## src/rtl/usb_rh_pkg.sv

```systemverilog
package usb_rh_pkg;

    typedef enum logic [1:0] {
        ST_DETACHED = 2'd0,
        ST_IDLE     = 2'd1,
        ST_RESET    = 2'd2,
        ST_SUSPEND  = 2'd3
    } port_st_e;

    // bit positions of the status/command word
    localparam int unsigned POS_CONN    = 0;
    localparam int unsigned POS_EN      = 1;
    localparam int unsigned POS_SUSP    = 2;
    localparam int unsigned POS_RST     = 4;
    localparam int unsigned POS_PWR     = 8;
    localparam int unsigned POS_LS_POFF = 9;
    localparam int unsigned POS_CHG_LO  = 16;
    localparam int unsigned NUM_CHG     = 3;  // connect, enable, suspend
    localparam int unsigned MIN_WIDTH   = POS_CHG_LO + NUM_CHG;

    typedef struct packed {
        logic                  set_en;
        logic                  set_susp;
        logic                  set_rst;
        logic                  set_pwr;
        logic                  clr_pwr;
        logic [NUM_CHG-1:0]    clr_chg;
    } port_cmd_t;

endpackage

```

## src/rtl/usb_rh_cmd_decode.sv

```systemverilog
module usb_rh_cmd_decode
    import usb_rh_pkg::*;
#(
    parameter int unsigned REG_W = 32
) (
    input  logic             wr_en,
    input  logic [REG_W-1:0] wr_data,
    output port_cmd_t        cmd
);

    logic unused_wr_bits;
    assign unused_wr_bits = ^wr_data;

    always_comb begin
        cmd          = '0;
        cmd.set_en   = wr_en & wr_data[POS_EN];
        cmd.set_susp = wr_en & wr_data[POS_SUSP];
        cmd.set_rst  = wr_en & wr_data[POS_RST];
        cmd.set_pwr  = wr_en & wr_data[POS_PWR];
        cmd.clr_pwr  = wr_en & wr_data[POS_LS_POFF];
        for (int i = 0; i < int'(NUM_CHG); i++) begin
            cmd.clr_chg[i] = wr_en & wr_data[POS_CHG_LO + i];
        end
    end

endmodule

```

## src/rtl/usb_rh_rst_timer.sv

```systemverilog
module usb_rh_rst_timer #(
    parameter int unsigned RST_CYCLES = 16
) (
    input  logic clk,
    input  logic rst_n,
    input  logic start,
    input  logic abort,
    output logic busy,
    output logic done
);

    localparam int unsigned CW = $clog2(RST_CYCLES + 1);

    logic [CW-1:0] cnt_q;

    always_ff @(posedge clk) begin
        if (!rst_n) begin
            cnt_q <= '0;
        end else if (abort) begin
            cnt_q <= '0;
        end else if (start && (cnt_q == '0)) begin
            cnt_q <= CW'(RST_CYCLES);
        end else if (cnt_q != '0) begin
            cnt_q <= cnt_q - CW'(1);
        end
    end

    assign busy = (cnt_q != '0);
    assign done = (cnt_q == CW'(1));

    AST_TMR_LOAD: assert property (@(posedge clk) disable iff (!rst_n)
        $rose(busy) |-> (cnt_q == CW'(RST_CYCLES)));

    AST_TMR_NO_RESTART: assert property (@(posedge clk) disable iff (!rst_n)
        (busy && !done && !abort) |=> (cnt_q == $past(cnt_q) - CW'(1)));

endmodule

```

## src/rtl/usb_rh_port_fsm.sv

```systemverilog
module usb_rh_port_fsm
    import usb_rh_pkg::*;
(
    input  logic      clk,
    input  logic      rst_n,
    input  port_cmd_t cmd,
    input  logic      dev_present,
    input  logic      dev_low_speed,
    input  logic      resume_done,
    input  logic      tmr_done,
    output logic      tmr_start,
    output logic      tmr_abort,
    output logic      conn_o,
    output logic      ls_o,
    output logic      en_o,
    output logic      susp_o,
    output logic      rst_o,
    output logic      pwr_o,
    output logic      ev_attach,
    output logic      ev_detach,
    output logic      ev_nocon,
    output logic      ev_rst_end,
    output logic      ev_rsm_end,
    output logic      ev_en_lost
);

    port_st_e state_q, state_d;
    logic     en_q, en_d;
    logic     susp_q, susp_d;
    logic     pwr_q, pwr_d;
    logic     ls_q;
    logic     conn;
    logic     cmd_ok;

    assign conn   = (state_q != ST_DETACHED);
    assign cmd_ok = (state_q == ST_IDLE) || (state_q == ST_SUSPEND);

    // event and output decode
    always_comb begin
        ev_attach  = dev_present & ~conn;
        ev_detach  = ~dev_present & conn;
        ev_nocon   = ~conn & (cmd.set_en | cmd.set_susp | cmd.set_rst);
        ev_rst_end = (state_q == ST_RESET) & tmr_done & ~ev_detach;
        ev_rsm_end = (state_q == ST_SUSPEND) & resume_done & ~cmd.set_rst & ~ev_detach;
        ev_en_lost = ev_detach & en_q;
        tmr_start  = cmd_ok & cmd.set_rst & ~ev_detach;
        tmr_abort  = ev_detach;
        conn_o     = conn;
        ls_o       = conn & ls_q;
        en_o       = en_q;
        susp_o     = susp_q;
        rst_o      = (state_q == ST_RESET);
        pwr_o      = pwr_q;
    end

    // next state
    always_comb begin
        state_d = state_q;
        unique case (state_q)
            ST_DETACHED: begin
                if (ev_attach) state_d = ST_IDLE;
            end
            ST_IDLE: begin
                if (ev_detach)         state_d = ST_DETACHED;
                else if (cmd.set_rst)  state_d = ST_RESET;
                else if (cmd.set_susp) state_d = ST_SUSPEND;
            end
            ST_RESET: begin
                if (ev_detach)     state_d = ST_DETACHED;
                else if (tmr_done) state_d = ST_IDLE;
            end
            ST_SUSPEND: begin
                if (ev_detach)        state_d = ST_DETACHED;
                else if (cmd.set_rst) state_d = ST_RESET;
                else if (resume_done) state_d = ST_IDLE;
            end
            default: state_d = ST_DETACHED;
        endcase
    end

    // status bits
    always_comb begin
        en_d   = en_q;
        susp_d = susp_q;
        if (ev_detach) begin
            en_d   = 1'b0;
            susp_d = 1'b0;
        end else if (ev_rst_end || ev_rsm_end) begin
            en_d   = 1'b1;
            susp_d = 1'b0;
        end else begin
            if (cmd_ok && cmd.set_en) en_d = 1'b1;
            if (state_q == ST_IDLE && state_d == ST_SUSPEND) susp_d = 1'b1;
        end
        if (cmd.clr_pwr)      pwr_d = 1'b0;
        else if (cmd.set_pwr) pwr_d = 1'b1;
        else                  pwr_d = pwr_q;
    end

    always_ff @(posedge clk) begin
        if (!rst_n) state_q <= ST_DETACHED;
        else        state_q <= state_d;
    end

    always_ff @(posedge clk) begin
        if (!rst_n) begin
            en_q   <= 1'b0;
            susp_q <= 1'b0;
            pwr_q  <= 1'b0;
            ls_q   <= 1'b0;
        end else begin
            en_q   <= en_d;
            susp_q <= susp_d;
            pwr_q  <= pwr_d;
            ls_q   <= dev_low_speed;
        end
    end

    AST_DETACH_CLEARS: assert property (@(posedge clk) disable iff (!rst_n)
        $fell(conn) |-> (!en_q && !susp_q && state_q != ST_RESET));

    AST_RESET_ENDS_ENABLED: assert property (@(posedge clk) disable iff (!rst_n)
        ($past(state_q) == ST_RESET && state_q == ST_IDLE) |-> (en_q && !susp_q));

    AST_SUSP_NEEDS_CONN: assert property (@(posedge clk) disable iff (!rst_n)
        susp_q |-> conn);

    AST_IGNORE_IN_RESET: assert property (@(posedge clk) disable iff (!rst_n)
        (state_q == ST_RESET && !tmr_done && dev_present) |=> (state_q == ST_RESET));

    AST_NOCON_HOLDS: assert property (@(posedge clk) disable iff (!rst_n)
        (ev_nocon && !dev_present) |=> (state_q == ST_DETACHED && !en_q));

endmodule

```

## src/rtl/usb_rh_chg_flags.sv

```systemverilog
module usb_rh_chg_flags
    import usb_rh_pkg::*;
(
    input  logic               clk,
    input  logic               rst_n,
    input  logic               csc_defer,
    input  logic               ev_attach,
    input  logic               ev_detach,
    input  logic               ev_nocon,
    input  logic               ev_rst_end,
    input  logic               ev_rsm_end,
    input  logic               ev_en_lost,
    input  logic [NUM_CHG-1:0] clr_chg,
    output logic [NUM_CHG-1:0] chg_o
);

    logic               pend_q;
    logic [NUM_CHG-1:0] set_v;
    logic [NUM_CHG-1:0] flag_q;

    // deferred attach notification for non-removable devices
    always_ff @(posedge clk) begin
        if (!rst_n)                       pend_q <= 1'b0;
        else if (ev_detach)               pend_q <= 1'b0;
        else if (ev_attach && csc_defer)  pend_q <= 1'b1;
        else if (ev_rst_end)              pend_q <= 1'b0;
    end

    always_comb begin
        set_v    = '0;
        set_v[0] = ev_detach | (ev_attach & ~csc_defer) | ev_nocon | (ev_rst_end & pend_q);
        set_v[1] = ev_en_lost;
        set_v[2] = ev_rsm_end;
    end

    for (genvar g = 0; g < int'(NUM_CHG); g++) begin : g_flag
        always_ff @(posedge clk) begin
            if (!rst_n) flag_q[g] <= 1'b0;
            else        flag_q[g] <= (flag_q[g] & ~clr_chg[g]) | set_v[g];
        end

        AST_W1C_CLEARS: assert property (@(posedge clk) disable iff (!rst_n)
            (clr_chg[g] && !set_v[g]) |=> !flag_q[g]);

        AST_SET_WINS: assert property (@(posedge clk) disable iff (!rst_n)
            set_v[g] |=> flag_q[g]);
    end

    assign chg_o = flag_q;

    AST_DEFER_HOLDS: assert property (@(posedge clk) disable iff (!rst_n)
        (ev_attach && csc_defer && !flag_q[0] && !clr_chg[0] && !ev_nocon) |=> !flag_q[0]);

endmodule

```

## src/rtl/usb_rh_port_reg.sv

```systemverilog
module usb_rh_port_reg
    import usb_rh_pkg::*;
#(
    parameter int unsigned REG_W      = 32,
    parameter int unsigned RST_CYCLES = 16
) (
    input  logic             clk,
    input  logic             rst_n,
    input  logic             reg_wr_en,
    input  logic [REG_W-1:0] reg_wr_data,
    output logic [REG_W-1:0] reg_rd_data,
    input  logic             dev_present,
    input  logic             dev_low_speed,
    input  logic             resume_done,
    input  logic             csc_defer,
    output logic             port_power_o,
    output logic             port_reset_o,
    output logic             port_suspend_o,
    output logic             port_enable_o
);

    port_cmd_t          cmd;
    logic               tmr_start, tmr_abort, tmr_busy, tmr_done;
    logic               conn, ls, en, susp, rst, pwr;
    logic               ev_attach, ev_detach, ev_nocon, ev_rst_end, ev_rsm_end, ev_en_lost;
    logic [NUM_CHG-1:0] chg;
    logic               unused_busy;

    assign unused_busy = tmr_busy;

    usb_rh_cmd_decode #(.REG_W(REG_W)) u_dec (
        .wr_en   (reg_wr_en),
        .wr_data (reg_wr_data),
        .cmd     (cmd)
    );

    usb_rh_rst_timer #(.RST_CYCLES(RST_CYCLES)) u_tmr (
        .clk   (clk),
        .rst_n (rst_n),
        .start (tmr_start),
        .abort (tmr_abort),
        .busy  (tmr_busy),
        .done  (tmr_done)
    );

    usb_rh_port_fsm u_fsm (
        .clk           (clk),
        .rst_n         (rst_n),
        .cmd           (cmd),
        .dev_present   (dev_present),
        .dev_low_speed (dev_low_speed),
        .resume_done   (resume_done),
        .tmr_done      (tmr_done),
        .tmr_start     (tmr_start),
        .tmr_abort     (tmr_abort),
        .conn_o        (conn),
        .ls_o          (ls),
        .en_o          (en),
        .susp_o        (susp),
        .rst_o         (rst),
        .pwr_o         (pwr),
        .ev_attach     (ev_attach),
        .ev_detach     (ev_detach),
        .ev_nocon      (ev_nocon),
        .ev_rst_end    (ev_rst_end),
        .ev_rsm_end    (ev_rsm_end),
        .ev_en_lost    (ev_en_lost)
    );

    usb_rh_chg_flags u_chg (
        .clk        (clk),
        .rst_n      (rst_n),
        .csc_defer  (csc_defer),
        .ev_attach  (ev_attach),
        .ev_detach  (ev_detach),
        .ev_nocon   (ev_nocon),
        .ev_rst_end (ev_rst_end),
        .ev_rsm_end (ev_rsm_end),
        .ev_en_lost (ev_en_lost),
        .clr_chg    (cmd.clr_chg),
        .chg_o      (chg)
    );

    always_comb begin
        reg_rd_data                                = '0;
        reg_rd_data[POS_CONN]                      = conn;
        reg_rd_data[POS_EN]                        = en;
        reg_rd_data[POS_SUSP]                      = susp;
        reg_rd_data[POS_RST]                       = rst;
        reg_rd_data[POS_PWR]                       = pwr;
        reg_rd_data[POS_LS_POFF]                   = ls;
        reg_rd_data[POS_CHG_LO +: NUM_CHG]         = chg;
    end

    assign port_power_o   = pwr;
    assign port_reset_o   = rst;
    assign port_suspend_o = susp;
    assign port_enable_o  = en;

    initial begin
        assert (REG_W >= MIN_WIDTH) else $error("REG_W too narrow");
    end

    AST_PWR_OFF_WINS: assert property (@(posedge clk) disable iff (!rst_n)
        (reg_wr_en && reg_wr_data[POS_LS_POFF]) |=> !port_power_o);

    AST_PWR_ON: assert property (@(posedge clk) disable iff (!rst_n)
        (reg_wr_en && reg_wr_data[POS_PWR] && !reg_wr_data[POS_LS_POFF]) |=> port_power_o);

    AST_LS_ONLY_CONNECTED: assert property (@(posedge clk) disable iff (!rst_n)
        !dev_present |=> !reg_rd_data[POS_LS_POFF]);

endmodule

```

## config.mk

```make
export PLATFORM = sky130hd
export DESIGN_NAME = usb_rh_port_reg
export DESIGN_NICKNAME = d
export VERILOG_FILES = /design/src/rtl/usb_rh_pkg.sv /design/src/rtl/usb_rh_cmd_decode.sv /design/src/rtl/usb_rh_rst_timer.sv /design/src/rtl/usb_rh_port_fsm.sv /design/src/rtl/usb_rh_chg_flags.sv /design/src/rtl/usb_rh_port_reg.sv
export SDC_FILE = /design/constraint.sdc
export NUM_CORES = 1
export LEC_CHECK = 0
export ABC_CLOCK_PERIOD_IN_PS = 2200
export BUFFER_PORTS_ARGS = -buffer_cell sky130_fd_sc_hd__buf_2
export CAP_MARGIN = 20
export CORE_MARGIN = 8
export CORE_UTILIZATION = 30
export CTS_BUF_LIST = sky130_fd_sc_hd__clkbuf_8 sky130_fd_sc_hd__clkbuf_16
export DETAILED_ROUTE_END_ITERATION = 8
export GPL_ROUTABILITY_DRIVEN = 0
export SYNTH_ARGS = -nofsm -noshare
export SYNTH_HDL_FRONTEND = slang
export SYNTH_SLANG_ARGS = --single-unit
```

## constraint.sdc

```tcl
create_clock -name clk -period 2.2 [get_ports clk]
set_clock_uncertainty 0.1 [all_clocks]
set_input_delay 0.33 -clock clk [delete_from_list [all_inputs] [get_ports clk]]
set_output_delay 0.33 -clock clk [all_outputs]
set_load 0.1 [all_outputs]
```

==> results by group <==
STA
  • # setup viols final: 0
  • Transition at the pin with the smallest max-transition slack: 0.535 ns
  • Worst-case headroom to the max-slew limit: 64.1%
  • Sum Neg Setup Slack: 0 ns
  • Period Utilization, post-route: 94.4%
  • Endpoints failing hold: 0
  • Minimum period implied by the final worst setup slack: 2.08 ns
  • Maximum operating frequency: 0.482 GHz
  • Max Slew Vio Count: 0
  • Setup repair after global routing missed its margin: no

Routing
  • DRC violation count after routing: 0
  • Vias per cell: 4.46
  • Pre-Repair DR Iteration Count: 4
  • DRT Wirelength: between 2 and 2.5 mm
  • Detailed-route wire length per cell: 12.2 um
  • Routed vias: 821
  • Final antenna-violating net count: 0
  • Iteration-0 DRC count of the detailed router: 108

Finish
  • Sequential cell area in the final layout: 300 sq um
  • Ratio of cells with drive above 1 in the final layout: 25.4%
  • Footprint of the multi-input gates: 558 sq um
  • ANT cells: 0
  • Number of fillers in the final layout: 375
  • Finished Layout Cells: approximately 180
  • Final #Nets: 181
  • Area added between synthesis and finish: 7.90%

Global routing
  • Via count of the first global-routing pass: 821
  • Number of antenna violations at the first check in global routing: 0
  • Total Routing Usage GR: between 8 and 9%
  • Largest net degree at the start of global routing: 14
  • Global routing met1 resource utilization: 8.90%
  • Global-route congestion overflow total: 0
  • First-pass GRT wire length: approximately 3.7 mm
  • Met2 usage: 14.7%
  • Routing usage on met3: 1.75%
  • Global-route layer with the greatest usage: met2

Logic synthesis
  • Post-synth EDFFs: 0
  • Number of warning messages in the yosys log: 0
  • Synth cell count leaders: 29 x buf_4, 15 x dfxtp_1, 5 x a21oi_1, 5 x nand2_1
  • Synth top area cells: dfxtp_1 29%, buf_4 21%, ha_1 3.6%
  • Number of storage elements in the synthesis netlist: 15
  • Dominant cell type by area after synthesis: dfxtp_1
  • Mean instance size in the synthesized netlist: 8.65 sq um
  • Share of the synthesized area in the top cell type: 29.2%
  • Count of unique library cells instantiated by Yosys: 40
  • Post-synthesis instance total: between 100 and 150
  • Flip-flop cell with the highest count after synthesis: dfxtp_1
  • Library cell with the highest instance count after synthesis: buf_4
  • Post-synthesis sequential area ratio: 29.2%
  • Cell Area, Synth: around 1000 sq um
  • Async set or reset register ratio after synthesis: 0%

Pwr
  • Leakage Power: 0.518 nW
  • Tot Pwr: 1.09 mW
  • P per Cell Area: 982 nW/um^2
  • Worst-case vdd ir drop: ~280 uV

Worst setup path
  • Arrival time at the worst endpoint: 1.65 ns
  • Ordered list of cells on the worst path: nor2_1 > nor2b_1 > buf_2
  • CP required: 1.77 ns
  • Logic depth of the worst register-to-register path: 3
  • Largest stage delay on the critical path: just over 0.6 ns
  • Worst-path cell with the longest stage delay: dfxtp_1
  • Nature of the critical path startpoint: flip-flop
  • Kind of end point of the critical path: primary output
  • Largest delay share family, worst path: flip-flops
  • Reg2reg setup slack: around 0.47 ns
  • Largest fanout of any net on the critical path: 12
  • Classification of the worst setup path: reg -> out
  • Crit path buffers/inverters: 1
  • Capture point of the worst reg-to-reg path: u_fsm.en_o$_SDFFE_PP0P_
  • Start of the worst register-to-register path: u_fsm.state_q[0]$_SDFF_PN0_

Status
  • Outcome: complete, no violations

Floorplan
  • Die Footprint: approximately 5600 sq um
  • IO Pins: 75
  • Die Width: 74.6 um
  • Number of rows created at floorplan: 21
  • Die height: 74.6 um
  • Initial core utilization: 31.1%
  • Area of the placeable core: ~3300 sq um

Clock network
  • Total clock sinks: 15
  • Clock Tree Root: clkbuf_8
  • Number of gates resized after CTS: 0
  • Clock latency on the worst-skew pair: about 0.24 ns
  • Clock tree from TritonCTS: yes
  • Number of clock buffers inserted by TritonCTS: 3
  • H-Tree Depth: 1
  • Clock slew seen by the registers of the worst setup and hold paths: 0.06 ns
  • Max clock buf depth: 2
  • Post-CTS setup-driven buffer insertion count: 0
  • Cts hold-fix bufs: 0

Placed design
  • Placed cells: 180
  • Number of I/O port buffers: 27
  • HPWL Detailed: 1.77 mm

Min path
  • Worst Hold Path EP: u_fsm.ls_q$_SDFF_PN0_
  • Startpoint of the tightest hold check path: dev_low_speed
  • Kind of path behind the tightest hold check: in -> reg
  • Number of instances on the worst hold path: 2

Job
  • Number of max-cap violations: 0
stage by stage:
step / hold WS (ns) / util, % / worst slack (ns) / instance area (sq um)
2_1_floorplan: 0.348 / - / 0.356 / 1120
3_3_place_gp: 0.365 / 32.2 / 0.439 / 1070
3_5_place_dp: 0.379 / 32.2 / 0.419 / 1070
4_1_cts: 0.190 / 33.6 / 0.155 / 1110
5_1_grt: 0.204 / 33.6 / 0.0217 / 1110
6_report: 0.193 / 33.6 / 0.124 / 1110
where the power goes:
group          switching [mW]  leakage (nW)  internal, mW
combinational           0.367         0.368         0.144
sequential             0.0543         0.123         0.313
clock                  0.0893        0.0269         0.123
total                   0.511         0.518         0.580
layout by cell type, fill, tap and decap left out, types with 2 or more instances in the layout:
cell	count
nand3_1	3
nand4_1	2
clkbuf_8	3
buf_2	27
xnor2_1	2
a311oi_1	3
dfxtp_1	15
nor2_1	3
ha_1	3
nand2_1	5
a21oi_1	5
and2_1	3
nor2b_1	3
nor3_1	4
nor4b_1	3
o21ba_1	2
or2_1	2
conb_1	23
inv_1	5
a31oi_1	2
a21boi_1	2
layout make-up:
type,instances,area share (%)
inverters,4,1.35
clock buffers,3,3.72
well taps,46,5.18
repair buffers,27,12.2
multi-input cells,88,50.2
flip-flops and latches,15,27.0
clock inverters,1,0.338
registers in the layout, indices dropped and copies added (netlist names):
| name | count |
|---|---|
| u_fsm.ls_q | 1 |
| u_fsm.susp_o | 1 |
| u_tmr.cnt_q | 5 |
| u_fsm.state_q | 2 |
| u_chg.pend_q | 1 |
| u_chg.chg_o | 3 |
| u_fsm.en_o | 1 |
| u_fsm.pwr_o | 1 |
worst max path at each step:
stage	endpoint	cells past startpoint	startpoint	slack (ns)
after detailed placement	reg_rd_data[9]	3	u_fsm.state_q[0]$_SDFF_PN0_	0.42
final	reg_rd_data[9]	3	u_fsm.state_q[0]$_SDFF_PN0_	0.12
after CTS	reg_rd_data[9]	3	u_fsm.state_q[0]$_SDFF_PN0_	0.15
after floorplan	reg_rd_data[4]	3	u_fsm.state_q[1]$_SDFF_PN0_	0.36
after global placement	reg_rd_data[9]	3	u_fsm.state_q[0]$_SDFF_PN0_	0.44
after global routing	reg_rd_data[9]	3	u_fsm.state_q[0]$_SDFF_PN0_	0.02
cells by family (layout without fill, tap and decap cells):
kind of cell    Yosys count  count (layout)  share of synthesized area (%)
simple gates             36              36                           22.4
flops                    15              15                           29.2
fa+ha+maj                 3               3                           3.65
other cells               1              23                          0.364
buf+inv                  38              35                           25.4
compound gates           24              24                           17.4
xor+xnor                  2               2                           1.70
metal layers:
metal | up-vias | wire [um]
met5 | - | 0
met4 | 0 | 27
met3 | 2 | 121
met2 | 21 | 1160
met1 | 393 | 927
li1 | 405 | -
(Power assumes the default switching activity.)
